File: src/rtl/vstep_pkg.sv
package vstep_pkg;

    // Decision taken from one registered snapshot of the monitor flags.
    typedef enum logic [1:0] {
        VOTE_HOLD  = 2'd0,
        VOTE_UP    = 2'd1,
        VOTE_DOWN  = 2'd2
    } vote_e;

    // Registered copy of the monitor flags; one struct per snapshot.
    typedef struct packed {
        logic any_slow;
        logic all_slack;
    } snap_sum_t;

    // Reduce a snapshot summary to a vote: any slow wins, then unanimous slack.
    function automatic vote_e decide(input snap_sum_t s);
        if (s.any_slow)
            return VOTE_UP;
        else if (s.all_slack)
            return VOTE_DOWN;
        else
            return VOTE_HOLD;
    endfunction

endpackage

File: src/rtl/vstep_vote.sv
module vstep_vote
    import vstep_pkg::*;
#(
    parameter int NMON = 16
) (
    input  logic            clk,
    input  logic            rst,
    input  logic [NMON-1:0] slow_i,
    input  logic [NMON-1:0] slack_i,
    output vote_e           vote_o
);

    logic [NMON-1:0] slow_q;
    logic [NMON-1:0] slack_q;
    snap_sum_t       sum;

    // Snapshot stage: the vote never sees flags mid-flight.
    always_ff @(posedge clk) begin
        if (rst) begin
            slow_q  <= '0;
            slack_q <= '0;
        end else begin
            slow_q  <= slow_i;
            slack_q <= slack_i;
        end
    end

    always_comb begin
        sum.any_slow  = |slow_q;
        sum.all_slack = &slack_q;
        vote_o        = decide(sum);
    end

    // A slow flag sampled at one edge makes the next cycle's vote a raise.
    assert_raise_vote_R5: assert property (@(posedge clk) disable iff (rst)
        (|slow_i) |=> (vote_o == VOTE_UP));

    // Lowering needs every slack flag and no slow flag in the snapshot.
    assert_lower_vote_R6: assert property (@(posedge clk) disable iff (rst)
        ((&slack_i) && !(|slow_i)) |=> (vote_o == VOTE_DOWN));

    // flags sampled at an edge give a hold only when neither rule applies.
    assert_hold_vote_R11: assert property (@(posedge clk) disable iff (rst)
        (!(|slow_i) && !(&slack_i)) |=> (vote_o == VOTE_HOLD));

endmodule

File: src/rtl/vstep_tick.sv
module vstep_tick #(
    parameter int INTERVAL = 20000
) (
    input  logic clk,
    input  logic rst,
    input  logic en_i,
    output logic tick_o
);

    localparam int CNT_W = (INTERVAL < 2) ? 1 : $clog2(INTERVAL);
    localparam logic [CNT_W-1:0] LAST = CNT_W'(INTERVAL - 1);

    logic [CNT_W-1:0] cnt_q;

    // Free-running interval counter, restarted whenever the loop is off.
    always_ff @(posedge clk) begin
        if (rst || !en_i)
            cnt_q <= '0;
        else if (cnt_q == LAST)
            cnt_q <= '0;
        else
            cnt_q <= cnt_q + 1'b1;
    end

    assign tick_o = en_i && (cnt_q == LAST);

    // Two update edges are never adjacent.
    assert_tick_gap_R4: assert property (@(posedge clk) disable iff (rst)
        tick_o |=> !tick_o);

    // Any disabled cycle forces a fresh interval.
    assert_tick_restart_R4: assert property (@(posedge clk) disable iff (rst)
        !en_i |=> !tick_o);

    always_comb begin
        assert_cnt_range_R4: assert (rst !== 1'b0 || cnt_q <= LAST);
    end

endmodule

File: src/rtl/vstep_code.sv
module vstep_code
    import vstep_pkg::*;
#(
    parameter int CODE_W = 8
) (
    input  logic              clk,
    input  logic              rst,
    input  logic              en_i,
    input  logic              tick_i,
    input  vote_e             vote_i,
    input  logic [CODE_W-1:0] floor_i,
    input  logic [CODE_W-1:0] ceil_i,
    input  logic [CODE_W-1:0] start_i,
    output logic [CODE_W-1:0] code_o,
    output logic              fault_o
);

    logic [CODE_W-1:0] code_q;
    logic              fault_q;
    logic [CODE_W-1:0] start_fit;

    // Bring the start code into the window; the ceiling is tested first.
    function automatic logic [CODE_W-1:0] fit(
        input logic [CODE_W-1:0] v,
        input logic [CODE_W-1:0] lo,
        input logic [CODE_W-1:0] hi
    );
        if (v > hi)
            return hi;
        else if (v < lo)
            return lo;
        else
            return v;
    endfunction

    assign start_fit = fit(start_i, floor_i, ceil_i);

    always_ff @(posedge clk) begin
        if (rst || !en_i) begin
            code_q  <= start_fit;
            fault_q <= 1'b0;
        end else if (tick_i) begin
            unique case (vote_i)
                VOTE_UP: begin
                    if (code_q >= ceil_i) begin
                        code_q  <= ceil_i;
                        fault_q <= 1'b1;
                    end else begin
                        code_q <= code_q + 1'b1;
                    end
                end
                VOTE_DOWN: begin
                    if (code_q <= floor_i)
                        code_q <= floor_i;
                    else
                        code_q <= code_q - 1'b1;
                end
                default: ;
            endcase
        end
    end

    assign code_o  = code_q;
    assign fault_o = fault_q;

    // Enabled cycles move the code by one unit at most.
    assert_one_lsb_R7: assert property (@(posedge clk) disable iff (rst)
        en_i |=> (code_q == $past(code_q) ||
                  code_q == $past(code_q) + 1'b1 ||
                  code_q == $past(code_q) - 1'b1));

    // Between update edges the code is frozen.
    assert_hold_off_tick_R4: assert property (@(posedge clk) disable iff (rst)
        (en_i && !tick_i) |=> (code_q == $past(code_q)));

    // Blocked raise: pinned at the ceiling and faulted.
    assert_ceiling_fault_R8: assert property (@(posedge clk) disable iff (rst)
        (en_i && tick_i && vote_i == VOTE_UP && code_q >= ceil_i)
        |=> (fault_q && code_q == $past(ceil_i)));

    // Blocked lower: stays at floor and leaves the fault alone.
    assert_floor_quiet_R9: assert property (@(posedge clk) disable iff (rst)
        (en_i && tick_i && vote_i == VOTE_DOWN && code_q <= floor_i)
        |=> (code_q == $past(floor_i) && fault_q == $past(fault_q)));

    assert_fault_sticky_R10: assert property (@(posedge clk) disable iff (rst)
        (en_i && fault_q) |=> fault_q);

    assert_off_no_fault_R2: assert property (@(posedge clk) disable iff (rst)
        !en_i |=> !fault_q);

endmodule

File: src/rtl/vstep_ctrl.sv
module vstep_ctrl
    import vstep_pkg::*;
#(
    parameter int NMON     = 16,
    parameter int CODE_W   = 8,
    parameter int INTERVAL = 20000
) (
    input  logic              clk,
    input  logic              rst,
    input  logic              en_i,
    input  logic [NMON-1:0]   slow_flag_i,
    input  logic [NMON-1:0]   slack_flag_i,
    input  logic [CODE_W-1:0] floor_code_i,
    input  logic [CODE_W-1:0] ceil_code_i,
    input  logic [CODE_W-1:0] start_code_i,
    output logic [CODE_W-1:0] vcode_o,
    output logic              sat_fault_o
);

    vote_e vote;
    logic  tick;

    vstep_vote #(.NMON(NMON)) u_vote (
        .clk     (clk),
        .rst     (rst),
        .slow_i  (slow_flag_i),
        .slack_i (slack_flag_i),
        .vote_o  (vote)
    );

    vstep_tick #(.INTERVAL(INTERVAL)) u_tick (
        .clk    (clk),
        .rst    (rst),
        .en_i   (en_i),
        .tick_o (tick)
    );

    vstep_code #(.CODE_W(CODE_W)) u_code (
        .clk     (clk),
        .rst     (rst),
        .en_i    (en_i),
        .tick_i  (tick),
        .vote_i  (vote),
        .floor_i (floor_code_i),
        .ceil_i  (ceil_code_i),
        .start_i (start_code_i),
        .code_o  (vcode_o),
        .fault_o (sat_fault_o)
    );

endmodule

File: config.mk
export PLATFORM = sky130hd
export DESIGN_NAME = vstep_ctrl
export DESIGN_NICKNAME = d
export VERILOG_FILES = /design/src/rtl/vstep_pkg.sv /design/src/rtl/vstep_vote.sv /design/src/rtl/vstep_tick.sv /design/src/rtl/vstep_code.sv /design/src/rtl/vstep_ctrl.sv
export SDC_FILE = /design/constraint.sdc
export NUM_CORES = 1
export LEC_CHECK = 0
export ABC_AREA = 1
export BUFFER_PORTS_ARGS = -buffer_cell sky130_fd_sc_hd__buf_4
export CAP_MARGIN = 20
export CORE_ASPECT_RATIO = 1.25
export CORE_MARGIN = 10
export CORE_UTILIZATION = 59
export CTS_BUF_LIST = sky130_fd_sc_hd__clkbuf_8
export DETAILED_ROUTE_END_ITERATION = 8
export PLACE_DENSITY = 0.83
export SLEW_MARGIN = 20
export SYNTH_ARGS = -nofsm -noshare
export SYNTH_HDL_FRONTEND = slang
export SYNTH_HIERARCHICAL = 1
export SYNTH_SLANG_ARGS = --single-unit
File: constraint.sdc
create_clock -name clk -period 2 [get_ports clk]
set_input_delay 0.3 -clock clk [delete_from_list [all_inputs] [get_ports clk]]
set_output_delay 0.3 -clock clk [all_outputs]
set_load 0.005 [all_outputs]
==> results of run 1 <==
## where the power goes
| part | switching (mW) | internal (mW) |
|---|---|---|
| combinational | 0.650 | 0.493 |
| clock | 0.398 | 0.264 |
| sequential | 0.0500 | 1.22 |
| total | 1.10 | 1.98 |
## worst min-delay path, cell delays in order
cell	delay [ns]
buf_4	0.07
inv_1	0.03
nor2_1	0.06
## synthesized netlist by cell type, types with 3 or more instances
cell      number  area (um^2)
nand2_1      122          458
nand3_1       82          410
inv_1         81          304
nor2_1        67          251
dfxtp_1       48          961
ha_1          34          425
nor2_2        16          100
a21oi_1       15         75.1
inv_2         13         48.8
xor2_1        10         87.6
nand2_2        9         56.3
nand4_1        9         56.3
edfxtp_1       8          240
nand2_4        7         78.8
a21oi_2        5         43.8
buf_2          5         25.0
nor2_4         3         33.8
o21a_1         3         22.5
## final cells by class
type                    count  share of cell area, %
clock inverters             3                  0.710
clock buffers               5                   1.45
well taps                  87                   2.29
flip-flops and latches     56                   25.3
inverters                  96                   7.63
repair buffers             85                   13.9
multi-input cells         398                   48.7
## state kept, by name, indices dropped and copies added (netlist names)
| signal | cells |
|---|---|
| u_vote/slack_q | 16 |
| u_vote/slow_q | 16 |
| u_tick/cnt_q | 15 |
| u_code/code_o | 8 |
| u_code/fault_o | 1 |
## worst min path at each step
stage | to | slack [ns]
after global routing | u_vote/slow_q[0] | 0.17
after CTS | u_vote/slack_q[7] | 0.17
after detailed placement | u_tick/cnt_q[0] | 0.46
after global placement | u_tick/cnt_q[0] | 0.45
after floorplan | u_vote/slow_q[12] | 0.37
final | u_vote/slack_q[6] | 0.17
## routing by layer
| metal | wire [um] | GRT usage, % |
|---|---|---|
| met5 | 0 | 0 |
| met4 | 278 | 6.91 |
| met3 | 608 | 3.52 |
| met2 | 5190 | 34.6 |
| met1 | 3960 | 19.1 |
## cell families (layout without fill, tap and decap cells)
| kind of cell | Yosys count | count (layout) | synth area share [%] |
|---|---|---|---|
| adder cells (fa/ha/maj) | 34 | 34 | 10.9 |
| buffers and inverters | 105 | 189 | 11.1 |
| AND/OR/NAND/NOR | 325 | 326 | 40.3 |
| AO/OA/AOI/OAI | 26 | 26 | 4.14 |
| XOR/XNOR | 12 | 12 | 2.70 |
| flip-flops | 56 | 56 | 30.8 |
## what timing repair did
action / 4_1_cts / 5_1_grt
endpoints found under the setup margin: 0 / 9
setup buffers: 0 / 5
gates resized for setup: 0 / 7
hold buffers: 0 / 0
==> results.yml, run 1 <==
final_layout:
  stdcell_count: 730
  drive_gt1_share_pct: 25.2
  layout_common_cells: "nand2_1, buf_4, nand3_1"
  fill_cells: 564
  diodes: 0
  mostFrequentLayoutCell: "nand2_1"
  fin_nets: 735
  area_growth_pct: 22.0
  multiInputGateArea_um2: 2320
  final-seq-area_um2: 1200
  final_core_util_pct: 73.4
  stdcell_area_um2: 4760
clock_network:
  clockBufferDepth: 2
  clk_pin_slew_ns: 0.11
  cts_made_buffers: 5
  cts_tree: "done"
  cts_root_buf: "clkbuf_8"
  clkSinkCount: 56
  insertion_delay_ns: 0.31
  cts_max_level: 2
setup_path:
  cp_cell_sequence: "ha_4 > nand2_1 > inv_2 > nand2_1 > nand2_2 > nand2_2 > nand2_4 > nand2_4 > nand2_1 > nand3_1 > nand3_1 > nand2_1"
  arrival_ns: 2.02
  crit_end: "u_code/code_o[1]"
  required_ns: 2.08
  r2r_start: "u_code/code_o[3]"
  cp.depth: 12
  path_max_fanout: 8
  r2r-end: "u_code/code_o[1]"
  reg2reg_depth: 12
  crit_family: "simple AND/OR/NAND/NOR gates"
  cp_slowest_cell: "edfxtp_1"
  regToRegSetupSlack_ns: 0.06
  path_buf_inv: 1
  cpPeakStageDelay_ns: 0.51
  cp-start-kind: "register"
  crit_top_cell: "nand2_1"
  end_kind: "register"
  startpoint: "u_code/code_o[3]"
  crit_type: "reg -> reg"
timing:
  slew_headroom_pct: 77.0
  slew_violations: 0
  layout_setup_ws_ns: 0.0640
  rsz0062_at_grt: "true"
  holdWs_ns: 0.174
  skew_ns: 0.00507
  tightest_slew_ns: 0.345
  fmax_mhz: 517
  fin_setup_tns_ns: 0
  hold_viol: 0
  setup_viol: 0
  period_share_pct: 96.8
  final.min_clock_period_ns: 1.94
global_routing:
  grt_max_degree: 35
  antenna_found_initial: 0
  overflow: 0
  grt_use_total_pct: 18.3
  grt_first_pass_wirelength_um: 15900
  first_global_vias: 3554
yosys:
  syn_inst: 558
  ys_async_sr_fraction_pct: 0
  synth_edf_count: 8
  synth_seq_cells: 56
  synth_cell_types: 34
  syn-num-nets: 651
  ys_seq_area_share_pct: 30.8
  syn_avg_cell_area_um2: 6.99
  synth_flop_cell: "dfxtp_1"
  synth_warnings: 6
  syn_area_um2: 3900
floorplanning:
  die-area_um2: 10300
  initial_core_util_pct: 60.1
  io_pins: 68
  core_um2: 6480
  die_x_um: 92.7
  rows: 33
  die_y_um: 111
pwr:
  p_total_mw: 3.07
  ir_worst_vdd_mv: 0.558
  p_per_area_nw_per_um2: 646
  leakage_nw: 2.42
worst_hold_path:
  min_path_cells: 3
  hold_path_class: "in -> reg"
  holdCritStartpoint: "slack_flag_i[6]"
detailed_routing:
  drtIter0Drc: 233
  final_antenna_net_count: 0
  vias_per_cell: 5.24
  dr.pass1.iters: 5
  routed_wl_um: 10000
  vias: 3823
  drc: 0
  wl_per_cell_um: 13.7
placed_design:
  dpl_worst_slack_ns: 0.0322
  io_buffers: 67
  place_congestion: 0.956
  dp.cells: 716
  place_area_um2: 4550
  dp_hpwl_um: 8100
run:
  max-cap-violations: 0
run_status:
  status: "complete, no violations"
No activity file was read; power rests on OpenSTA's default activity.
==> inputs of run 2 (changes only) <==
--- a/config.mk
+++ b/config.mk
@@ -10,12 +10,11 @@
 export CAP_MARGIN = 20
 export CORE_ASPECT_RATIO = 1.25
 export CORE_MARGIN = 10
-export CORE_UTILIZATION = 59
+export CORE_UTILIZATION = 58
 export CTS_BUF_LIST = sky130_fd_sc_hd__clkbuf_8
 export DETAILED_ROUTE_END_ITERATION = 8
 export PLACE_DENSITY = 0.83
 export SLEW_MARGIN = 20
 export SYNTH_ARGS = -nofsm -noshare
 export SYNTH_HDL_FRONTEND = slang
-export SYNTH_HIERARCHICAL = 1
 export SYNTH_SLANG_ARGS = --single-unit
==> run 2 against run 1 <==
Synthesized cell count fell by 5.4%. Critical endpoint is now u_code.code_o[2]. Cell area fell by 2.3%. Worst setup slack got worse by 0.010 ns. Largest cell class unchanged.
==> results.yml, run 2 <==
pwr:
  switching_share_pct: 33.0
  p_seq_share_pct: 40.1
  power_switching_mw: 1.05
  p_per_area_nw_per_um2: 682
  p_int_mw: 2.12
  leakage_nw: 2.42
  ir_worst_vdd_mv: 0.718
  clock_power_share_pct: 23.2
  p_comb_share_pct: 36.7
floorplanning:
  initial_core_util_pct: 59.1
  die_y_um: 108
  io_pins: 68
  rows: 32
  die-area_um2: 9780
  core_um2: 6090
  die_x_um: 90.5
global_routing:
  grt_use_total_pct: 19.7
  antenna_found_initial: 0
  grt_first_pass_wirelength_um: 16200
  grt_max_degree: 34
  first_global_vias: 3686
  overflow: 0
yosys:
  syn_area_um2: 3600
  synthMostInstantiatedCell: "nand2_1"
  synth_seq_cells: 56
  synth_top_area_share_pct: 26.7
  syn-num-nets: 621
  synth_cell_types: 30
  synth_common_cells: "nand2_1, inv_1, nand3_1, nor2_1, dfxtp_1"
  syn_avg_cell_area_um2: 6.82
  ys_seq_area_share_pct: 33.4
  syn_inst: 528
  synth_edf_count: 8
  synth_flop_cell: "dfxtp_1"
  synth_warnings: 0
  synth_area_leader_cell: "dfxtp_1"
  ys_async_sr_fraction_pct: 0
  yosys-top-cells-area: "dfxtp_1, nand2_1, ha_1, nand3_1, inv_1"
detailed_routing:
  final_antenna_net_count: 0
  drtIter0Drc: 215
  vias: 3702
  routed_wl_um: 9750
  wl_per_cell_um: 13.7
  vias_per_cell: 5.19
  dr.pass1.iters: 6
  drc: 0
worst_hold_path:
  hold_path_class: "in -> reg"
clock_network:
  clkSinkCount: 56
  cts_tree: "done"
  cts_root_buf: "clkbuf_8"
  insertion_delay_ns: 0.31
  clockBufferDepth: 2
  clk_pin_slew_ns: 0.10
  cts_made_buffers: 5
  cts_max_level: 2
placed_design:
  dp_hpwl_um: 7880
  dpl_worst_slack_ns: -0.0201
  place_congestion: 0.979
  io_buffers: 67
setup_path:
  path_max_fanout: 8
  required_ns: 2.07
  crit_type: "reg -> reg"
  arrival_ns: 2.02
  cp-start-kind: "register"
  end_kind: "register"
timing:
  final.min_clock_period_ns: 1.95
  hold_viol: 0
  fin_setup_tns_ns: 0
  skew_ns: 0.0125
  slew_headroom_pct: 79.7
  setup_viol: 0
  fmax_mhz: 514
  period_share_pct: 97.3
  layout_setup_ws_ns: 0.0537
  tightest_slew_ns: 0.304
  holdWs_ns: 0.187
  slew_violations: 0
run_status:
  status: "complete, no violations"
final_layout:
  area_growth_pct: 29.1
  diodes: 0
  reg_top3: "u_vote.slack_q x16, u_vote.slow_q x16, u_tick.cnt_q x15"
  final_core_util_pct: 76.4
  drive_gt1_share_pct: 23.4
  mostFrequentLayoutCell: "nand2_1"
  layout_common_cells: "nand2_1, buf_4, inv_1"
  fin_nets: 720
run:
  max-cap-violations: 0
run 2: changes by cell type in the layout (fill, tap and decap cells not counted), moves of 6 or more:
cell,change
buf_4,+14
nand2_1,-11
nand3_1,-8
a21oi_1,+6
nor3_1,+6
inv_2,-7
nor2_2,-13
run 2: cells by family (layout without fill, tap and decap cells):
group	count (synthesis)	after routing	synth area share, %
XOR/XNOR	6	6	1.46
flip-flops	56	56	33.4
AO/OA/AOI/OAI	32	32	4.94
AND/OR/NAND/NOR	303	303	38.1
buffers and inverters	97	197	10.3
adder cells (fa/ha/maj)	34	34	11.8
run 2: power by group through the flow:
stage | sequential, mW | clock [mW] | combinational (mW)
floorplan | 1.30 | 0 | 0.598
global placement | 1.29 | 0 | 1.00
detailed placement | 1.29 | 0 | 1.04
CTS | 1.27 | 0.740 | 1.05
global route | 1.28 | 0.784 | 1.30
finish | 1.27 | 0.735 | 1.16
run 2: path summary, 6_finish.rpt:
check                      to             start  cells after the start  slack, ns
max          u_code.code_o[2]  u_code.code_o[0]                     13       0.05
min          u_vote.slow_q[1]    slow_flag_i[1]                      3       0.19
max reg2reg  u_code.code_o[2]  u_code.code_o[0]                     13       0.05
min reg2reg   u_tick.cnt_q[0]   u_tick.cnt_q[0]                      1       0.47
run 2: cell type report:
class                           count  area (um^2)
Tap cell                           85          106
Sequential cell                    56         1200
Clock inverter                      3         42.5
Inverter                           88          330
Timing Repair Buffer              101          773
Fill cell                         471         1440
Multi-Input combinational cell    375         2120
Clock buffer                        5         68.8
run 2: routing by layer:
metal | vias to the layer above | GRT usage (%) | part of all wire, %
li1 | 1892 | - | -
met1 | 1661 | 19.9 | 39
met2 | 123 | 38.2 | 54
met3 | 26 | 3.40 | 4.1
met4 | 0 | 9.57 | 3.0
met5 | - | 0 | 0
run 2: timing repair:
action / in CTS / in global routing
gates resized for setup: 2 / 25
hold buffers: 0 / 0
setup buffers: 1 / 5
endpoints found under the setup margin: 5 / 8
pin swaps: 0 / 10
run 2: critical path: stages, from the launching register on:
cell and delay [ns]:
edfxtp_1 0.38, inv_2 0.06, buf_4 0.13, ha_1 0.28
nand2_1 0.07, nand3_1 0.10, nand2_1 0.05, nand2_1 0.08
nand2_2 0.08, buf_4 0.17, nand3_1 0.07, nand3_1 0.10
nand3_2 0.07, nand2_1 0.06
run 2: stage by stage:
stage / cells / total power, mW / cell area [um^2]
floorplan: 528 / 1.90 / 3600
global placement: 699 / 2.29 / 4380
detailed placement: 699 / 2.33 / 4380
CTS: 708 / 3.06 / 4500
global route: 713 / 3.36 / 4650
finish: 713 / 3.17 / 4650
==> inputs of run 3 (changes only) <==
--- a/config.mk
+++ b/config.mk
@@ -6,14 +6,14 @@
 export NUM_CORES = 1
 export LEC_CHECK = 0
 export ABC_AREA = 1
-export BUFFER_PORTS_ARGS = -buffer_cell sky130_fd_sc_hd__buf_4
 export CAP_MARGIN = 20
 export CORE_ASPECT_RATIO = 1.25
 export CORE_MARGIN = 10
-export CORE_UTILIZATION = 58
+export CORE_UTILIZATION = 60
 export CTS_BUF_LIST = sky130_fd_sc_hd__clkbuf_8
 export DETAILED_ROUTE_END_ITERATION = 8
-export PLACE_DENSITY = 0.83
+export DONT_BUFFER_PORTS = 1
+export PLACE_DENSITY = 0.76
 export SLEW_MARGIN = 20
 export SYNTH_ARGS = -nofsm -noshare
 export SYNTH_HDL_FRONTEND = slang
==> run 3 against run 2 <==
Final cell count fell by 13%. Worst setup slack improved by 0.036 ns. Non-clock buffer count decreased by 75. Power fell by 10%. Sequential cell count did not move. Sequential power about the same. Largest cell class unchanged.
==> results.yml, run 3 (synthesis results as in run 2) <==
pwr:
  p_int_mw: 1.86
  power_switching_mw: 0.983
  p_comb_share_pct: 32.7
  switching_share_pct: 34.5
  p_seq_share_pct: 44.7
  p_total_mw: 2.85
  p_per_area_nw_per_um2: 714
  clock_power_share_pct: 22.7
  ir_worst_vdd_mv: 0.601
  leakage_nw: 2.04
final_layout:
  fin_nets: 645
  stdcell_area_um2: 3990
  area_growth_pct: 10.7
  mostFrequentLayoutCell: "nand2_1"
  drive_gt1_share_pct: 11.0
  fill_cells: 522
  diodes: 0
  reg_top3: "u_vote.slack_q x16, u_vote.slow_q x16, u_tick.cnt_q x15"
  layout_common_cells: "nand2_1, inv_1, nand3_1"
clock_network:
  clockBufferDepth: 2
  cts_made_buffers: 5
  clkSinkCount: 56
  cts_hold_buf: 0
  cts_tree: "done"
  clk_pin_slew_ns: 0.11
  cts_max_level: 2
  cts_root_buf: "clkbuf_8"
  insertion_delay_ns: 0.31
global_routing:
  grt_use_total_pct: 19.1
  overflow: 0
  grt_max_degree: 34
  first_global_vias: 3372
  antenna_found_initial: 0
  grt_first_pass_wirelength_um: 14800
setup_path:
  end_kind: "register"
  cpPeakStageDelay_ns: 0.53
  arrival_ns: 1.99
  required_ns: 2.08
  cp_slowest_cell: "edfxtp_1"
  cp_cell_sequence: "ha_4 > nand2_1 > nand3_1 > nand2_1 > nand2_2 > nand2_1 > buf_4 > nand3_1 > nand3_1 > nand3_1 > nand2_1"
  path_max_fanout: 8
  crit_family: "simple AND/OR/NAND/NOR gates"
  cp-start-kind: "register"
  crit_type: "reg -> reg"
  path_buf_inv: 1
detailed_routing:
  vias: 3341
  drc: 0
  routed_wl_um: 8690
  final_antenna_net_count: 0
  wl_per_cell_um: 14.0
  vias_per_cell: 5.40
  drtIter0Drc: 162
  dr.pass1.iters: 4
floorplanning:
  die_y_um: 107
  die_x_um: 89.3
  io_pins: 68
  die-area_um2: 9520
  initial_core_util_pct: 61.9
  core_um2: 5820
  rows: 31
timing:
  final.min_clock_period_ns: 1.91
  fmax_mhz: 523
  fin_setup_tns_ns: 0
  tightest_slew_ns: 0.447
  holdWs_ns: 0.0353
  period_share_pct: 95.5
  setup_viol: 0
  hold_viol: 0
  slew_violations: 0
  slew_headroom_pct: 70.1
  skew_ns: 0.0106
placed_design:
  dp_hpwl_um: 7380
  io_buffers: 0
  place_congestion: 0.865
  place_area_um2: 3810
run:
  max-cap-violations: 0
run_status:
  status: "complete, no violations"
worst_hold_path:
  hold_path_class: "in -> reg"
run 3: cell count changes in the layout (fill, tap and decap cells not counted), moves of 3 or more:
cell,delta
nand3_1,+3
nand3_2,-3
nand2_1,+5
nand2_2,-3
buf_4,-73
run 3: final cells by class:
type                    instances  area [um^2]  share of cell area, %
well taps                      66         82.6                   2.07
clock inverters                 3         26.3                  0.659
repair buffers                 26          203                   5.09
multi-input cells             375         2070                   52.0
inverters                      88          330                   8.29
clock buffers                   5         68.8                   1.73
flip-flops and latches         56         1200                   30.1
run 3: power groups by stage:
| stage | Combinational (mW) | Sequential (mW) | Clock (mW) |
|---|---|---|---|
| finish | 0.930 | 1.27 | 0.645 |
| CTS | 0.874 | 1.27 | 0.660 |
| global route | 1.06 | 1.28 | 0.705 |
| global placement | 0.845 | 1.29 | 0 |
| floorplan | 0.598 | 1.30 | 0 |
| detailed placement | 0.871 | 1.29 | 0 |
run 3: final timing paths:
| path | from | end | slack [ns] | cells after the start |
|---|---|---|---|---|
| worst max register to register | u_code.code_o[1] | u_code.code_o[0] | 0.09 | 11 |
| worst min register to register | u_tick.cnt_q[0] | u_tick.cnt_q[0] | 0.46 | 1 |
| worst min-delay path | rst | u_vote.slow_q[13] | 0.04 | 1 |
| worst max-delay path | u_code.code_o[1] | u_code.code_o[0] | 0.09 | 11 |
run 3: per-stage QoR:
step	utilization (%)	worst slack [ns]	std cells
3_3_place_gp	65.5	0.0958	608
6_report	68.5	0.0895	619
3_5_place_dp	65.5	0.0571	608
5_1_grt	68.5	-0.00387	619
2_1_floorplan	-	0.0205	528
4_1_cts	67.2	0.0385	616
run 3: metal layers:
| layer | up-vias | GRT usage [%] | routed length (um) |
|---|---|---|---|
| met5 | - | 0 | 0 |
| li1 | 1739 | - | - |
| met4 | 0 | 8.77 | 325 |
| met2 | 111 | 34.7 | 4420 |
| met1 | 1466 | 20.1 | 3290 |
| met3 | 25 | 4.09 | 655 |
run 3: what timing repair did:
action | 4_1_cts | 5_1_grt
gates resized for setup | 0 | 12
endpoints found under the hold margin | 0 | 0
setup endpoints to repair | 0 | 8
setup buffers | 0 | 3
